### src/rtl/mac_stat_pkg.sv
package mac_stat_pkg;
  localparam int unsigned NUM_CNT      = 4;
  localparam int unsigned IDX_GOOD     = 0;
  localparam int unsigned IDX_ERR      = 1;
  localparam int unsigned IDX_CRC      = 2;
  localparam int unsigned IDX_OCT      = 3;
  localparam int unsigned OFF_CLR      = 0;
  localparam int unsigned OFF_CNT_BASE = 2;
  localparam int unsigned MAP_SPAN     = OFF_CNT_BASE + 2 * NUM_CNT;
endpackage

### src/rtl/mac_stat_decode.sv
module mac_stat_decode
  import mac_stat_pkg::*;
#(
  parameter int unsigned CNT_W = 36,
  parameter int unsigned LEN_W = 16,
  parameter int unsigned TAG_W = 4
) (
  input  logic                              valid_i,
  input  logic                              err_i,
  input  logic                              crc_i,
  input  logic [LEN_W-1:0]                  len_i,
  input  logic [TAG_W-1:0]                  tag_len_i,
  input  logic                              tag_en_i,
  output logic [NUM_CNT-1:0]                inc_o,
  output logic [NUM_CNT-1:0][CNT_W-1:0]     add_o
);
  logic bad;

  always_comb begin
    bad = err_i | crc_i;
    inc_o = '0;
    inc_o[IDX_GOOD] = valid_i & ~bad;
    inc_o[IDX_ERR]  = valid_i & bad;
    inc_o[IDX_CRC]  = valid_i & crc_i;
    inc_o[IDX_OCT]  = valid_i & ~bad;
    add_o = '0;
    add_o[IDX_GOOD] = CNT_W'(1);
    add_o[IDX_ERR]  = CNT_W'(1);
    add_o[IDX_CRC]  = CNT_W'(1);
    add_o[IDX_OCT]  = CNT_W'(len_i) + (tag_en_i ? CNT_W'(tag_len_i) : '0);
  end
endmodule

### src/rtl/mac_stat_ctr.sv
module mac_stat_ctr #(
  parameter int unsigned W = 36
) (
  input  logic         clk_i,
  input  logic         rst_ni,
  input  logic         clr_i,
  input  logic         inc_i,
  input  logic [W-1:0] add_i,
  output logic [W-1:0] cnt_o
);
  logic [W-1:0] cnt_q;

  always_ff @(posedge clk_i or negedge rst_ni) begin
    if (!rst_ni)    cnt_q <= '0;
    else if (clr_i) cnt_q <= '0;
    else if (inc_i) cnt_q <= cnt_q + add_i;  // modulo 2^W
  end

  assign cnt_o = cnt_q;

  a_r8_clear_zero: assert property (@(posedge clk_i) disable iff (!rst_ni)
    clr_i |=> cnt_o == '0);
  a_r1_idle_hold: assert property (@(posedge clk_i) disable iff (!rst_ni)
    (!clr_i && !inc_i) |=> $stable(cnt_o));
endmodule

### src/rtl/mac_stat_regif.sv
module mac_stat_regif
  import mac_stat_pkg::*;
#(
  parameter int unsigned CNT_W     = 36,
  parameter int unsigned ADDR_W    = 10,
  parameter int unsigned BASE_ADDR = 32'h140
) (
  input  logic                          clk_i,
  input  logic                          rst_ni,
  input  logic [ADDR_W-1:0]             addr_i,
  input  logic                          wr_i,
  input  logic                          rd_i,
  input  logic [31:0]                   wdata_i,
  input  logic [NUM_CNT-1:0][CNT_W-1:0] cnt_i,
  output logic                          clr_o,
  output logic [31:0]                   rdata_o
);
  localparam int unsigned HI_W = CNT_W - 32;
  localparam logic [ADDR_W-1:0] BASE_L = ADDR_W'(BASE_ADDR);

  logic [ADDR_W-1:0]           off;
  logic                        in_rng;
  logic                        clr_hit;
  logic [NUM_CNT-1:0]          lo_hit, hi_hit;
  logic [31:0]                 rdata_d, rdata_q;
  logic                        clr_q;
  logic [NUM_CNT-1:0][HI_W-1:0] snap_q;

  always_comb begin
    off     = addr_i - BASE_L;
    in_rng  = (addr_i >= BASE_L) && (off < ADDR_W'(MAP_SPAN));
    clr_hit = wr_i && in_rng && (off == ADDR_W'(OFF_CLR)) && wdata_i[0];
    lo_hit  = '0;
    hi_hit  = '0;
    rdata_d = '0;
    for (int k = 0; k < NUM_CNT; k++) begin
      lo_hit[k] = rd_i && in_rng && (off == ADDR_W'(OFF_CNT_BASE + 2 * k));
      hi_hit[k] = rd_i && in_rng && (off == ADDR_W'(OFF_CNT_BASE + 2 * k + 1));
      if (lo_hit[k]) rdata_d = cnt_i[k][31:0];
      if (hi_hit[k]) rdata_d = 32'(snap_q[k]);
    end
  end

  always_ff @(posedge clk_i or negedge rst_ni) begin
    if (!rst_ni) begin
      clr_q   <= 1'b0;
      rdata_q <= '0;
    end else begin
      clr_q <= clr_hit;  // self-clearing pulse
      if (rd_i) rdata_q <= rdata_d;
    end
  end

  for (genvar g = 0; g < NUM_CNT; g++) begin : g_snap
    always_ff @(posedge clk_i or negedge rst_ni) begin
      if (!rst_ni)        snap_q[g] <= '0;
      else if (clr_q)     snap_q[g] <= '0;
      else if (lo_hit[g]) snap_q[g] <= cnt_i[g][CNT_W-1:32];
    end

    a_r9_pair_coherent: assert property (@(posedge clk_i) disable iff (!rst_ni)
      (hi_hit[g] && $past(lo_hit[g]) && !clr_q && !$past(clr_q))
        |=> rdata_o == 32'($past(cnt_i[g][CNT_W-1:32], 2)));
  end

  assign clr_o   = clr_q;
  assign rdata_o = rdata_q;

  a_r7_unmapped_zero: assert property (@(posedge clk_i) disable iff (!rst_ni)
    (rd_i && !in_rng) |=> rdata_o == '0);
  a_r8_clr_reads_zero: assert property (@(posedge clk_i) disable iff (!rst_ni)
    (rd_i && in_rng && off == ADDR_W'(OFF_CLR)) |=> rdata_o == '0);
  a_r11_hold_rdata: assert property (@(posedge clk_i) disable iff (!rst_ni)
    !rd_i |=> $stable(rdata_o));
endmodule

### src/rtl/mac_stat_bank.sv
module mac_stat_bank
  import mac_stat_pkg::*;
#(
  parameter int unsigned CNT_W     = 36,
  parameter int unsigned LEN_W     = 16,
  parameter int unsigned TAG_W     = 4,
  parameter int unsigned ADDR_W    = 10,
  parameter int unsigned BASE_ADDR = 32'h140
) (
  input  logic              clk_i,
  input  logic              rst_ni,
  input  logic              eof_valid_i,
  input  logic              eof_err_i,
  input  logic              eof_crc_err_i,
  input  logic [LEN_W-1:0]  eof_len_i,
  input  logic [TAG_W-1:0]  eof_tag_len_i,
  input  logic              tag_cnt_en_i,
  input  logic [ADDR_W-1:0] reg_addr_i,
  input  logic              reg_wr_i,
  input  logic              reg_rd_i,
  input  logic [31:0]       reg_wdata_i,
  output logic [31:0]       reg_rdata_o
);
  logic [NUM_CNT-1:0]            inc;
  logic [NUM_CNT-1:0][CNT_W-1:0] add;
  logic [NUM_CNT-1:0][CNT_W-1:0] cnt;
  logic                          clr;

  mac_stat_decode #(.CNT_W(CNT_W), .LEN_W(LEN_W), .TAG_W(TAG_W)) u_dec (
    .valid_i   (eof_valid_i),
    .err_i     (eof_err_i),
    .crc_i     (eof_crc_err_i),
    .len_i     (eof_len_i),
    .tag_len_i (eof_tag_len_i),
    .tag_en_i  (tag_cnt_en_i),
    .inc_o     (inc),
    .add_o     (add)
  );

  for (genvar g = 0; g < NUM_CNT; g++) begin : g_ctr
    mac_stat_ctr #(.W(CNT_W)) u_ctr (
      .clk_i  (clk_i),
      .rst_ni (rst_ni),
      .clr_i  (clr),
      .inc_i  (inc[g]),
      .add_i  (add[g]),
      .cnt_o  (cnt[g])
    );
  end

  mac_stat_regif #(.CNT_W(CNT_W), .ADDR_W(ADDR_W), .BASE_ADDR(BASE_ADDR)) u_regif (
    .clk_i   (clk_i),
    .rst_ni  (rst_ni),
    .addr_i  (reg_addr_i),
    .wr_i    (reg_wr_i),
    .rd_i    (reg_rd_i),
    .wdata_i (reg_wdata_i),
    .cnt_i   (cnt),
    .clr_o   (clr),
    .rdata_o (reg_rdata_o)
  );

  a_r3_one_class: assert property (@(posedge clk_i) disable iff (!rst_ni)
    !(inc[IDX_GOOD] && inc[IDX_ERR]));
  a_r4_crc_is_err: assert property (@(posedge clk_i) disable iff (!rst_ni)
    inc[IDX_CRC] |-> inc[IDX_ERR]);
  a_r2_good_step: assert property (@(posedge clk_i) disable iff (!rst_ni)
    (eof_valid_i && !eof_err_i && !eof_crc_err_i && !clr)
      |=> cnt[IDX_GOOD] == $past(cnt[IDX_GOOD]) + CNT_W'(1));
  a_r5_err_no_octets: assert property (@(posedge clk_i) disable iff (!rst_ni)
    (eof_valid_i && (eof_err_i || eof_crc_err_i) && !clr)
      |=> cnt[IDX_OCT] == $past(cnt[IDX_OCT]));
endmodule

### config.mk
export PLATFORM = sky130hd
export DESIGN_NAME = mac_stat_bank
export DESIGN_NICKNAME = d
export VERILOG_FILES = /design/src/rtl/mac_stat_pkg.sv /design/src/rtl/mac_stat_decode.sv /design/src/rtl/mac_stat_ctr.sv /design/src/rtl/mac_stat_regif.sv /design/src/rtl/mac_stat_bank.sv
export SDC_FILE = /design/constraint.sdc
export NUM_CORES = 1
export LEC_CHECK = 0
export BUFFER_PORTS_ARGS = -buffer_cell sky130_fd_sc_hd__buf_2
export CAP_MARGIN = 25
export CORE_ASPECT_RATIO = 1.1
export CORE_MARGIN = 8
export CORE_UTILIZATION = 65
export DETAILED_ROUTE_END_ITERATION = 7
export GPL_TIMING_DRIVEN = 0
export MAX_ROUTING_LAYER = met4
export PLACE_DENSITY = 0.84
export SETUP_SLACK_MARGIN = 0.5
export SYNTH_ARGS = -nofsm -noshare
export SYNTH_HDL_FRONTEND = slang
export SYNTH_HIERARCHICAL = 1
export SYNTH_SLANG_ARGS = --single-unit
export TNS_END_PERCENT = 50
### constraint.sdc
create_clock -name clk_i -period 6.3 [get_ports clk_i]
set_input_delay 0.315 -clock clk_i [delete_from_list [all_inputs] [get_ports clk_i]]
set_output_delay 0.315 -clock clk_i [all_outputs]
set_load 0.01 [all_outputs]
==> impl_metrics.csv, run 1 <==
group,metric,value,unit
outcome,status,"completed",
worst_setup_path,crit_type,"input port to flip-flop",
die,start_util,66.23,%
routing,drt_pass1_iterations,7,
timing,skew,0.01422,ns
timing,tightest_slew,1.028,ns
grt,grt.total_usage,31.86,%
worst_setup_path,arrival,4.13,ns
worst_setup_path,cp.required,6.64,ns
grt,grt_pass1_wl,82.98,mm
logic_synthesis,yosysUniqueCellTypes,85,
pwr,combPwrFrac,60.5,%
clocking,clk_pin_slew_worst_paths,0.08,ns
worst_setup_path,worst_setup_path_start_kind,"input port",
timing,timing.fmax,264.0,MHz
clocking,cts_buffers,17,
clocking,cts.sink_count,193,
timing,finalSetupViolCount,0,
timing,rsz0062_at_grt,"false",
logic_synthesis,ys_seq_elements,193,
grt,antenna_found_initial,0,
pwr,vdd_drop_max,0.2630,mV
die,die_y,190.1,µm
timing,post-route-period-util,60.13,%
die,io_pins,102,
pwr,leakagePower,9.572,nW
clocking,cts_setup_buffers,0,
pwr,p_seq_share,26.6,%
logic_synthesis,yosysTopAreaCellShare,26.97,%
die,coreArea,27040,µm²
timing,timing.hold.ws,0.1533,ns
timing,relSlewSlack,31.34,%
worst_setup_path,worst_setup_path_end_kind,"flip-flop",
die,fp-row-count,63,
routing,drc,0,
routing,wl_per_cell,19.27,µm
clocking,htree_levels,4,
pwr,p_int,4.686,mW
grt,grt_pass1_vias,16040,
grt,grt_overflow,0,
die,die_area,33120,µm²
layout,syn2layout_area_growth,10.63,%
logic_synthesis,yosys_most_used_dff,"dfrtp_1",
pwr,p_clk_share,12.9,%
layout,layout_common_cells,"a21oi_1 (220), nor2_1 (220), dfrtp_1 (193), nand2_1 (176), ha_1 (144)",
hold_path,hp-class,"input port to flip-flop",
die,die_w,174.3,µm
layout,diodes,0,
timing,hold_violations,0,
clocking,root_buffer,"clkbuf_16",
routing,drt-total-wl,52.19,mm
layout,regArea,4830,µm²
placement,place.gp.congestion,1.014,
logic_synthesis,synth_cells,2127,
logic_synthesis,synth_area,17910,µm²
logic_synthesis,synth_area_leader_cell,"dfrtp_1",
routing,vias_per_cell,6.224,
placement,dp_hpwl,40.52,mm
logic_synthesis,ys_seq_area_share,26.97,%
layout,multiInputGateArea,11950,µm²
logic_synthesis,synth_area_leaders,"dfrtp_1 (27%), ha_1 (10%), a21oi_1 (6.1%)",
worst_setup_path,critPathMaxFanout,7,
grt,grt_max_degree,113,
layout,fillers,2071,
layout,layout.nets,2560,
logic_synthesis,synth_edf_count,0,
timing,slew_viol_final,0,
logic_synthesis,yosysWarnings,6,
placement,io_buffers,68,
layout,drive_above_1_share,13.61,%
clocking,cts_max_path_buffers,2,
timing,fin_setup_tns,0,ns
clocking,insertion_delay,0.45,ns
routing,route.vias.total,16860,
job,cap_violations,0,
pwr,swShare,47.79,%
logic_synthesis,synth-async-reset-ratio,100.0,%
pwr,p_sw,4.289,mW
logic_synthesis,syn_area_per_cell,8.418,µm²
routing,drt_iter0_drc,1737,
clocking,cts_tree,"yes",
routing,detail-route-antenna-nets,0,
timing,period_needed,3.788,ns
pwr,cellPowerDensity,453.0,nW/µm²
==> power groups by stage <==
stage	clock (mW)	sequential, mW	combinational [mW]
after floorplan	0	2.03	4.32
after global placement	0	2.33	4.90
after detailed placement	0	2.37	5.07
after CTS	1.17	2.35	5.11
after global routing	1.22	2.42	6.03
final	1.16	2.39	5.43
==> flip-flops by register name (all words and copies together), names as in the netlist <==
name and cells:
g_ctr.u_ctr/cnt_o 144, u_regif/clr_o 1, u_regif/rdata_o 32, u_regif/snap_q 16
==> cell families after synthesis <==
| group | after synthesis | share of synthesized area [%] |
|---|---|---|
| XOR/XNOR | 120 | 5.870 |
| adder cells (fa/ha/maj) | 149 | 10.62 |
| buffers and inverters | 264 | 8.937 |
| AO/OA/AOI/OAI | 643 | 23.76 |
| AND/OR/NAND/NOR | 639 | 17.21 |
| flip-flops | 193 | 26.97 |
| other | 2 | 0.04194 |
| multiplexers | 117 | 6.589 |
==> metrics by stage <==
step | utilization, % | area [µm²] | worst slack, ns | total power [mW] | instances
after floorplan | - | 18380 | 2.622 | 6.346 | 2252
after global placement | 70.87 | 19160 | 1.580 | 7.234 | 2677
after detailed placement | 71.01 | 19200 | 2.119 | 7.439 | 2678
after CTS | 73.27 | 19810 | 2.576 | 8.638 | 2709
after global routing | 73.27 | 19810 | 2.295 | 9.671 | 2709
final | 73.27 | 19810 | 2.512 | 8.974 | 2709
==> worst max-delay path: stages <==
cell      delay, ns
buf_2          0.11
and2_1         0.13
ha_1           0.22
fa_1           0.45
nand3_1        0.15
a211oi_2       0.13
and3_1         0.21
xor2_1         0.14
ha_1           0.29
clkbuf_2       0.18
a21oi_1        0.22
o211ai_1       0.16
a211o_1        0.29
o21ai_2        0.28
o21ai_2        0.14
a21oi_2        0.27
o21ai_2        0.10
xor2_1         0.15
a22o_1         0.18
==> final cells by class <==
type	instances	area share, %
Timing Repair Buffer	70	1.958
Multi-Input combinational cell	1795	60.30
Inverter	40	0.7579
Tap cell	357	2.255
Sequential cell	193	24.38
Clock buffer	21	2.375
Clock inverter	9	0.6569
Buffer	224	7.320
==> worst paths after layout <==
path / start / end / slack [ns] / depth (start not counted)
hold / removal: reg_wdata_i[0] / u_regif/clr_o / 0.15 / 3
hold reg to reg: u_regif/rdata_o[27] / u_regif/rdata_o[27] / 0.49 / 2
setup / recovery: tag_cnt_en_i / g_ctr[3].u_ctr/cnt_o[33] / 2.51 / 19
min in group asynchronous: rst_ni / g_ctr[3].u_ctr/cnt_o[10] / 0.46 / 2
setup reg to reg: g_ctr[2].u_ctr/cnt_o[14] / g_ctr[2].u_ctr/cnt_o[32] / 3.21 / 10
max in group asynchronous: rst_ni / g_ctr[1].u_ctr/cnt_o[26] / 4.87 / 3
==> synth_stat cells, types with 46 or more instances <==
library cell and number:
xnor2_1 80, o21ai_0 76, nor2_1 220, nand2_1 176, buf_4 139, nand3_1 46
a21o_1 72, dfrtp_1 193, clkbuf_1 49, mux2i_1 110, a21oi_1 220, ha_1 144
==> timing repair <==
item,CTS,global route
resized for setup,0,0
hold buffers,1,0
endpoints found under the hold margin,29,0
==> per-layer routing <==
layer  vias up  part of all wire [%]  wire [µm]  track usage, %
li1       7910                     -          -               -
met1      8148                    43      22470           41.19
met2       688                    45      23560           48.71
met3       114                   8.1       4230           6.324
met4         0                   3.7       1927           12.44
met5         -                     0          0               -
Note: power is estimated with default switching activity, not from simulation.
==> run 2: changes to the inputs <==
- ABC_AREA: default -> 1
- CORE_UTILIZATION: 65 -> 58
- PLACE_DENSITY: 0.84 -> 0.79
- clock period: 6.3 -> 3 ns (I/O delays scaled with it)
==> impl_metrics.csv, run 2 <==
group,metric,value,unit
worst_setup_path,rr_worst_depth,12,
logic_synthesis,yosysUniqueCellTypes,42,
timing,relSlewSlack,32.70,%
routing,wl_per_cell,16.43,µm
worst_setup_path,cp-startpoint,"g_ctr[1].u_ctr/cnt_o[0]",
layout,diodes,0,
outcome,status,"completed",
timing,tightest_slew,1.002,ns
logic_synthesis,ys_seq_elements,193,
grt,grtUsageMet3,4.161,%
timing,post-route-period-util,80.61,%
clocking,htree_levels,4,
logic_synthesis,synth-async-reset-ratio,100.0,%
worst_setup_path,worst_setup_path_start_kind,"flip-flop",
clocking,insertion_delay,0.46,ns
layout,largest_reg_flops,144,
timing,fin_setup_tns,0,ns
layout,multiInputGateArea,13190,µm²
timing,rsz0062_at_grt,"true",
routing,vias_per_cell,5.353,
worst_setup_path,r2r_slack,0.58,ns
worst_setup_path,crit_type,"flip-flop to flip-flop",
pwr,leakagePower,12.86,nW
timing,finalSetupViolCount,0,
worst_setup_path,critPathMaxFanout,4,
die,fp-row-count,71,
layout,regArea,4830,µm²
placement,io_buffers,70,
routing,detail-route-antenna-nets,0,
placement,place.gp.congestion,1.057,
layout,fillers,3273,
grt,use_met2,49.60,%
layout,layout.nets,3681,
layout,layout_common_cells,"nand2_1 (1208), inv_1 (414), nand3_1 (237), nor2_1 (203), dfrtp_1 (193)",
logic_synthesis,synth_area_leaders,"dfrtp_1 (24%), nand2_1 (23%), ha_1 (9.0%)",
logic_synthesis,synth_area_leader_cell,"dfrtp_1",
routing,drt_pass1_iterations,8,
pwr,p_int,8.946,mW
die,die_y,210.8,µm
worst_setup_path,r2r_end,"g_ctr[1].u_ctr/cnt_o[32]",
logic_synthesis,ys_top_cells_by_count,"nand2_1 (1224), inv_1 (415), nand3_1 (241)",
grt,grt_overflow,0,
worst_setup_path,arrival,2.76,ns
logic_synthesis,syn_area_per_cell,6.179,µm²
die,start_util,58.66,%
clocking,cts_buffers,17,
die,die_w,193.1,µm
pwr,vdd_drop_max,0.4762,mV
logic_synthesis,yosys_most_used_dff,"dfrtp_1",
pwr,swShare,53.49,%
die,coreArea,34110,µm²
logic_synthesis,yosysTopAreaCellShare,24.14,%
worst_setup_path,worst_setup_path_end_kind,"flip-flop",
timing,skew,0.01357,ns
layout,drive_above_1_share,14.10,%
clocking,cts.sink_count,193,
grt,grt.busiest_layer,"met2",
clocking,root_buffer,"clkbuf_16",
grt,antenna_found_initial,0,
placement,dp_hpwl,51.69,mm
timing,hold_violations,0,
hold_path,hold_start,"reg_wdata_i[0]",
routing,drc,0,
hold_path,hp-class,"input port to flip-flop",
pwr,cellPowerDensity,857.9,nW/µm²
routing,drt_iter0_drc,1784,
die,die_area,40710,µm²
grt,grt_pass1_vias,19390,
layout,final_common_cell,"nand2_1",
job,cap_violations,0,
timing,slew_viol_final,0,
grt,met1_usage,42.14,%
routing,route.vias.total,20940,
logic_synthesis,synth_area,20010,µm²
pwr,combPwrFrac,63.0,%
grt,grt_max_degree,110,
worst_setup_path,cp.required,3.35,ns
hold_path,min_to,"u_regif/clr_o",
logic_synthesis,yosysWarnings,6,
logic_synthesis,ys_seq_area_share,24.14,%
clocking,cts_max_path_buffers,2,
pwr,finalPower,19.23,mW
worst_setup_path,r2r_start,"g_ctr[1].u_ctr/cnt_o[0]",
timing,timing.fmax,413.5,MHz
clocking,clk_pin_slew_worst_paths,0.08,ns
pwr,p_sw,10.29,mW
layout,syn2layout_area_growth,12.04,%
grt,grt.total_usage,32.15,%
logic_synthesis,synth_cells,3238,
logic_synthesis,synth_edf_count,0,
pwr,p_seq_share,25.4,%
hold_path,whs_path_depth,3,
clocking,cts_tree,"yes",
grt,grt_pass1_wl,99.75,mm
die,io_pins,102,
logic_synthesis,yosysMostFrequentCell,"nand2_1",
routing,drt-total-wl,64.26,mm
pwr,p_clk_share,11.6,%
timing,period_needed,2.418,ns
==> run 2: layout make-up <==
cell class                      count  area share, %
Inverter                          439          7.350
Multi-Input combinational cell   2565          58.85
Timing Repair Buffer               80          2.188
Clock buffer                       18          1.914
Tap cell                          438          2.444
Buffer                            166          5.224
Clock inverter                     13         0.4911
Sequential cell                   193          21.54
==> run 2: power groups by stage <==
stage               Sequential [mW]  Clock [mW]  Combinational [mW]
global placement               4.79           0                10.5
finish                         4.88        2.24                12.1
detailed placement             4.84           0                10.7
floorplan                      4.20           0                8.95
CTS                            4.80        2.29                10.8
global route                   4.98        2.36                13.6
==> run 2: logic make-up (layout without fill, tap and decap cells) <==
logic type / count (synthesis) / count (layout) / share of synthesized area (%)
AOI/OAI and AO/OA: 362 / 362 / 10.17
xor gates and xnor gates: 30 / 30 / 1.313
adders and majority gates: 149 / 149 / 9.505
buffers and inverters: 605 / 716 / 14.09
DFF: 193 / 193 / 24.14
other: 2 / 127 / 0.03753
and+or+nand+nor: 1897 / 1897 / 40.75
==> run 2: how the worst max path moves through the flow <==
stage                     slack, ns  depth (start not counted)                        to
after floorplan                0.54                         19  g_ctr[3].u_ctr/cnt_o[29]
after global placement        -1.70                          1  g_ctr[3].u_ctr/cnt_o[32]
after detailed placement      -0.11                         21  g_ctr[3].u_ctr/cnt_o[29]
after CTS                      0.50                         20  g_ctr[3].u_ctr/cnt_o[25]
after global routing           0.45                         23  g_ctr[3].u_ctr/cnt_o[24]
final                          0.58                         12  g_ctr[1].u_ctr/cnt_o[32]
==> run 2: routing by layer <==
layer,share of wire [%],routed length [µm]
met1,44,28490
met2,44,28570
met3,7.1,4568
met4,4.1,2629
met5,0,0
==> run 2: worst max-delay path: stages, from the launching register on <==
cell and delay (ns):
dfrtp_1 0.40, ha_1 0.25, fa_1 0.47, nand3_1 0.11, nand3_1 0.13, nand2_1 0.10, nand2_1 0.12, nand2_1 0.11
nand3_2 0.13, nand2_1 0.20, nand3_1 0.11, nand3_1 0.10, nand2_1 0.06
==> run 2: repair_timing <==
| item | CTS | global route |
|---|---|---|
| endpoints found under the setup margin | 6 | 32 |
| hold buffers | 1 | 0 |
| hold endpoints to repair | 84 | 0 |
| pin swaps | 0 | 24 |
| gates resized for setup | 6 | 66 |
| buffers inserted | 0 | 7 |
==> run 2: through the flow <==
stage,hold slack [ns],setup slack [ns],area [µm²],std cells,util [%]
2_1_floorplan,-0.1456,0.5436,20490,3363,-
3_3_place_gp,0.4573,-1.698,21380,3871,62.69
3_5_place_dp,0.2019,-0.1122,21420,3872,62.80
4_1_cts,0.03489,0.4992,22000,3904,64.50
5_1_grt,0.07863,0.4513,22420,3912,65.72
6_report,0.07403,0.5816,22420,3912,65.72
==> run 3: changes to the inputs <==
- ABC_AREA: 1 -> 0
- CORE_UTILIZATION: 58 -> 57
- PLACE_DENSITY: 0.79 -> 0.78
- clock period: 3 -> 2.1 ns (I/O delays scaled with it)
==> impl_metrics.csv, run 3 (synthesis gave the netlist of run 1 again) <==
group,metric,value,unit
timing,setup_slack,-1.254,ns
worst_setup_path,worst_setup_path_end_kind,"flip-flop",
timing,finalSetupViolCount,97,
worst_setup_path,arrival,3.69,ns
grt,grt_pass1_vias,16940,
pwr,leakagePower,10.90,nW
die,die_area,37350,µm²
clocking,clk_pin_slew_worst_paths,0.08,ns
worst_setup_path,critPathMaxFanout,5,
clocking,cts_tree,"yes",
clocking,htree_levels,4,
layout,layout_common_cells,"buf_4 (279), nor2_1 (202), dfrtp_1 (173), nand2_1 (159), a21oi_1 (158)",
placement,placed_area,19720,µm²
worst_setup_path,cp-endpoint,"g_ctr[3].u_ctr/cnt_o[33]",
timing,post-route-period-util,159.7,%
job,cap_violations,0,
die,start_util,57.50,%
clocking,insertion_delay,0.46,ns
timing,rsz0062_at_grt,"true",
routing,route.vias.total,18480,
placement,place.gp.congestion,0.9713,
grt,use_met2,48.14,%
worst_setup_path,r2r_start,"g_ctr[3].u_ctr/cnt_o[8]",
worst_setup_path,worst-path-stages,18,
pwr,vdd_drop_max,0.6783,mV
clocking,cts_max_path_buffers,2,
hold_path,hp-class,"input port to flip-flop",
layout,drive_above_1_share,32.67,%
timing,slew_viol_final,0,
outcome,status,"finished with violations",
pwr,cellPowerDensity,1437,nW/µm²
pwr,p_int,17.82,mW
timing,fin_setup_tns,-40.82,ns
grt,grtUsageMet3,4.526,%
routing,drt_pass1_iterations,7,
die,die_w,185.0,µm
pwr,combPwrFrac,68.8,%
clocking,cts.sink_count,193,
grt,antenna_found_initial,1,
layout,final_common_cell,"buf_4",
worst_setup_path,r2r_slack,-0.69,ns
layout,fillers,2073,
placement,dp_hpwl,41.62,mm
worst_setup_path,path_cells,"buf_6, and2_4, ha_4, fa_2, nand3_4, and2_4, nor2_1, xor2_1, ha_1, a21oi_1, o211ai_1, a211o_1, o21ai_4, o21ai_4, a21oi_4, o21ai_2, xor2_1, a22o_1",
worst_setup_path,cp.required,2.44,ns
die,fp-row-count,68,
pwr,p_clk_share,10.0,%
worst_setup_path,rr_worst_depth,10,
pwr,finalPower,34.08,mW
worst_setup_path,cpMaxStageDelayCell,"fa_2",
timing,period_needed,3.354,ns
layout,largest_reg_flops,144,
grt,grt_max_degree,119,
routing,wl_per_cell,21.27,µm
routing,drt_iter0_drc,1753,
routing,drt-total-wl,62.66,mm
worst_setup_path,r2r_end,"g_ctr[3].u_ctr/cnt_o[33]",
worst_setup_path,crit_type,"input port to flip-flop",
pwr,p_seq_share,21.2,%
worst_setup_path,worst_setup_path_start_kind,"input port",
worst_setup_path,cp_num_buf_inv,1,
grt,grt.total_usage,31.31,%
hold_path,whs_path_depth,4,
clocking,cts_buffers,17,
worst_setup_path,critical_path.top_delay_family,"compound AO/OA/AOI/OAI gates",
worst_setup_path,cp-startpoint,"eof_tag_len_i[0]",
routing,drc,0,
worst_setup_path,max_stage_delay,0.42,ns
die,io_pins,102,
layout,layout.nets,2731,
pwr,swShare,47.72,%
grt,grt_pass1_wl,90.73,mm
timing,hold_violations,0,
routing,detail-route-antenna-nets,0,
grt,met1_usage,41.04,%
timing,tightest_slew,1.037,ns
die,coreArea,31140,µm²
layout,syn2layout_area_growth,32.46,%
die,die_y,201.9,µm
timing,timing.fmax,298.1,MHz
routing,vias_per_cell,6.274,
placement,io_buffers,68,
layout,design_area,23720,µm²
timing,skew,0.01685,ns
outcome,violations,"setup timing",
placement,dp_slack,-1.924,ns
clocking,root_buffer,"clkbuf_16",
grt,grt_overflow,0,
layout,utilization,76.17,%
pwr,p_sw,16.26,mW
timing,relSlewSlack,30.45,%
grt,grt.busiest_layer,"met2",
==> run 3: through the flow <==
stage                     hold slack, ns  std cells
after floorplan                  -0.1906       2252
after global routing             0.04729       2946
after global placement            0.3725       2740
after detailed placement          0.1338       2741
final                            0.04476       2946
after CTS                       0.004335       2888
==> run 3: cell type report <==
type	count	area [µm²]	share of cell area, %
Antenna cell	1	2.502	0.01055
Buffer	224	1572	6.626
Clock buffer	17	425.4	1.794
Clock inverter	15	162.7	0.6858
Inverter	40	150.1	0.6330
Multi-Input combinational cell	1795	14200	59.86
Sequential cell	193	4857	20.48
Tap cell	420	525.5	2.216
Timing Repair Buffer	241	1826	7.696
==> run 3: worst min path at each step <==
stage | slack, ns | startpoint | to
floorplan | -0.19 | rst_ni | g_ctr[0].u_ctr/cnt_o[0]
global placement | 0.37 | reg_wdata_i[0] | u_regif/clr_o
detailed placement | 0.13 | rst_ni | g_ctr[0].u_ctr/cnt_o[1]
CTS | 0.004 | reg_addr_i[9] | u_regif/clr_o
global route | 0.05 | reg_addr_i[9] | u_regif/clr_o
finish | 0.04 | reg_addr_i[9] | u_regif/clr_o
==> run 3: worst min-delay path, cell delays in order <==
cell,delay (ns)
buf_2,0.10
nor2b_1,0.09
nand2_1,0.10
nor3_1,0.06
==> run 3: timing repair <==
| item | in CTS | in global routing |
|---|---|---|
| endpoints found under the hold margin | 76 | 0 |
| pin swaps | 141 | 159 |
| gates resized for setup | 250 | 181 |
| gates cloned | 0 | 0 |
| endpoints found under the setup margin | 186 | 183 |
| hold buffers | 4 | 0 |
| buffers inserted | 111 | 57 |
==> run 3: metal layers <==
layer / share of wire, % / wire length (µm) / vias to the layer above
met2: 46 / 28620 / 1017
met3: 8.7 / 5463 / 249
met1: 40 / 25240 / 8945
met5: 0 / 0 / -
met4: 5.3 / 3336 / 0
li1: - / - / 8273
==> run 3: power by group through the flow <==
stage / registers, mW / clock network [mW] / logic (mW)
4_1_cts: 6.99 / 3.46 / 19.5
5_1_grt: 7.31 / 3.59 / 25.0
3_5_place_dp: 7.17 / 0 / 15.9
6_report: 7.21 / 3.42 / 23.4
2_1_floorplan: 6.12 / 0 / 13.6
3_3_place_gp: 7.11 / 0 / 15.5
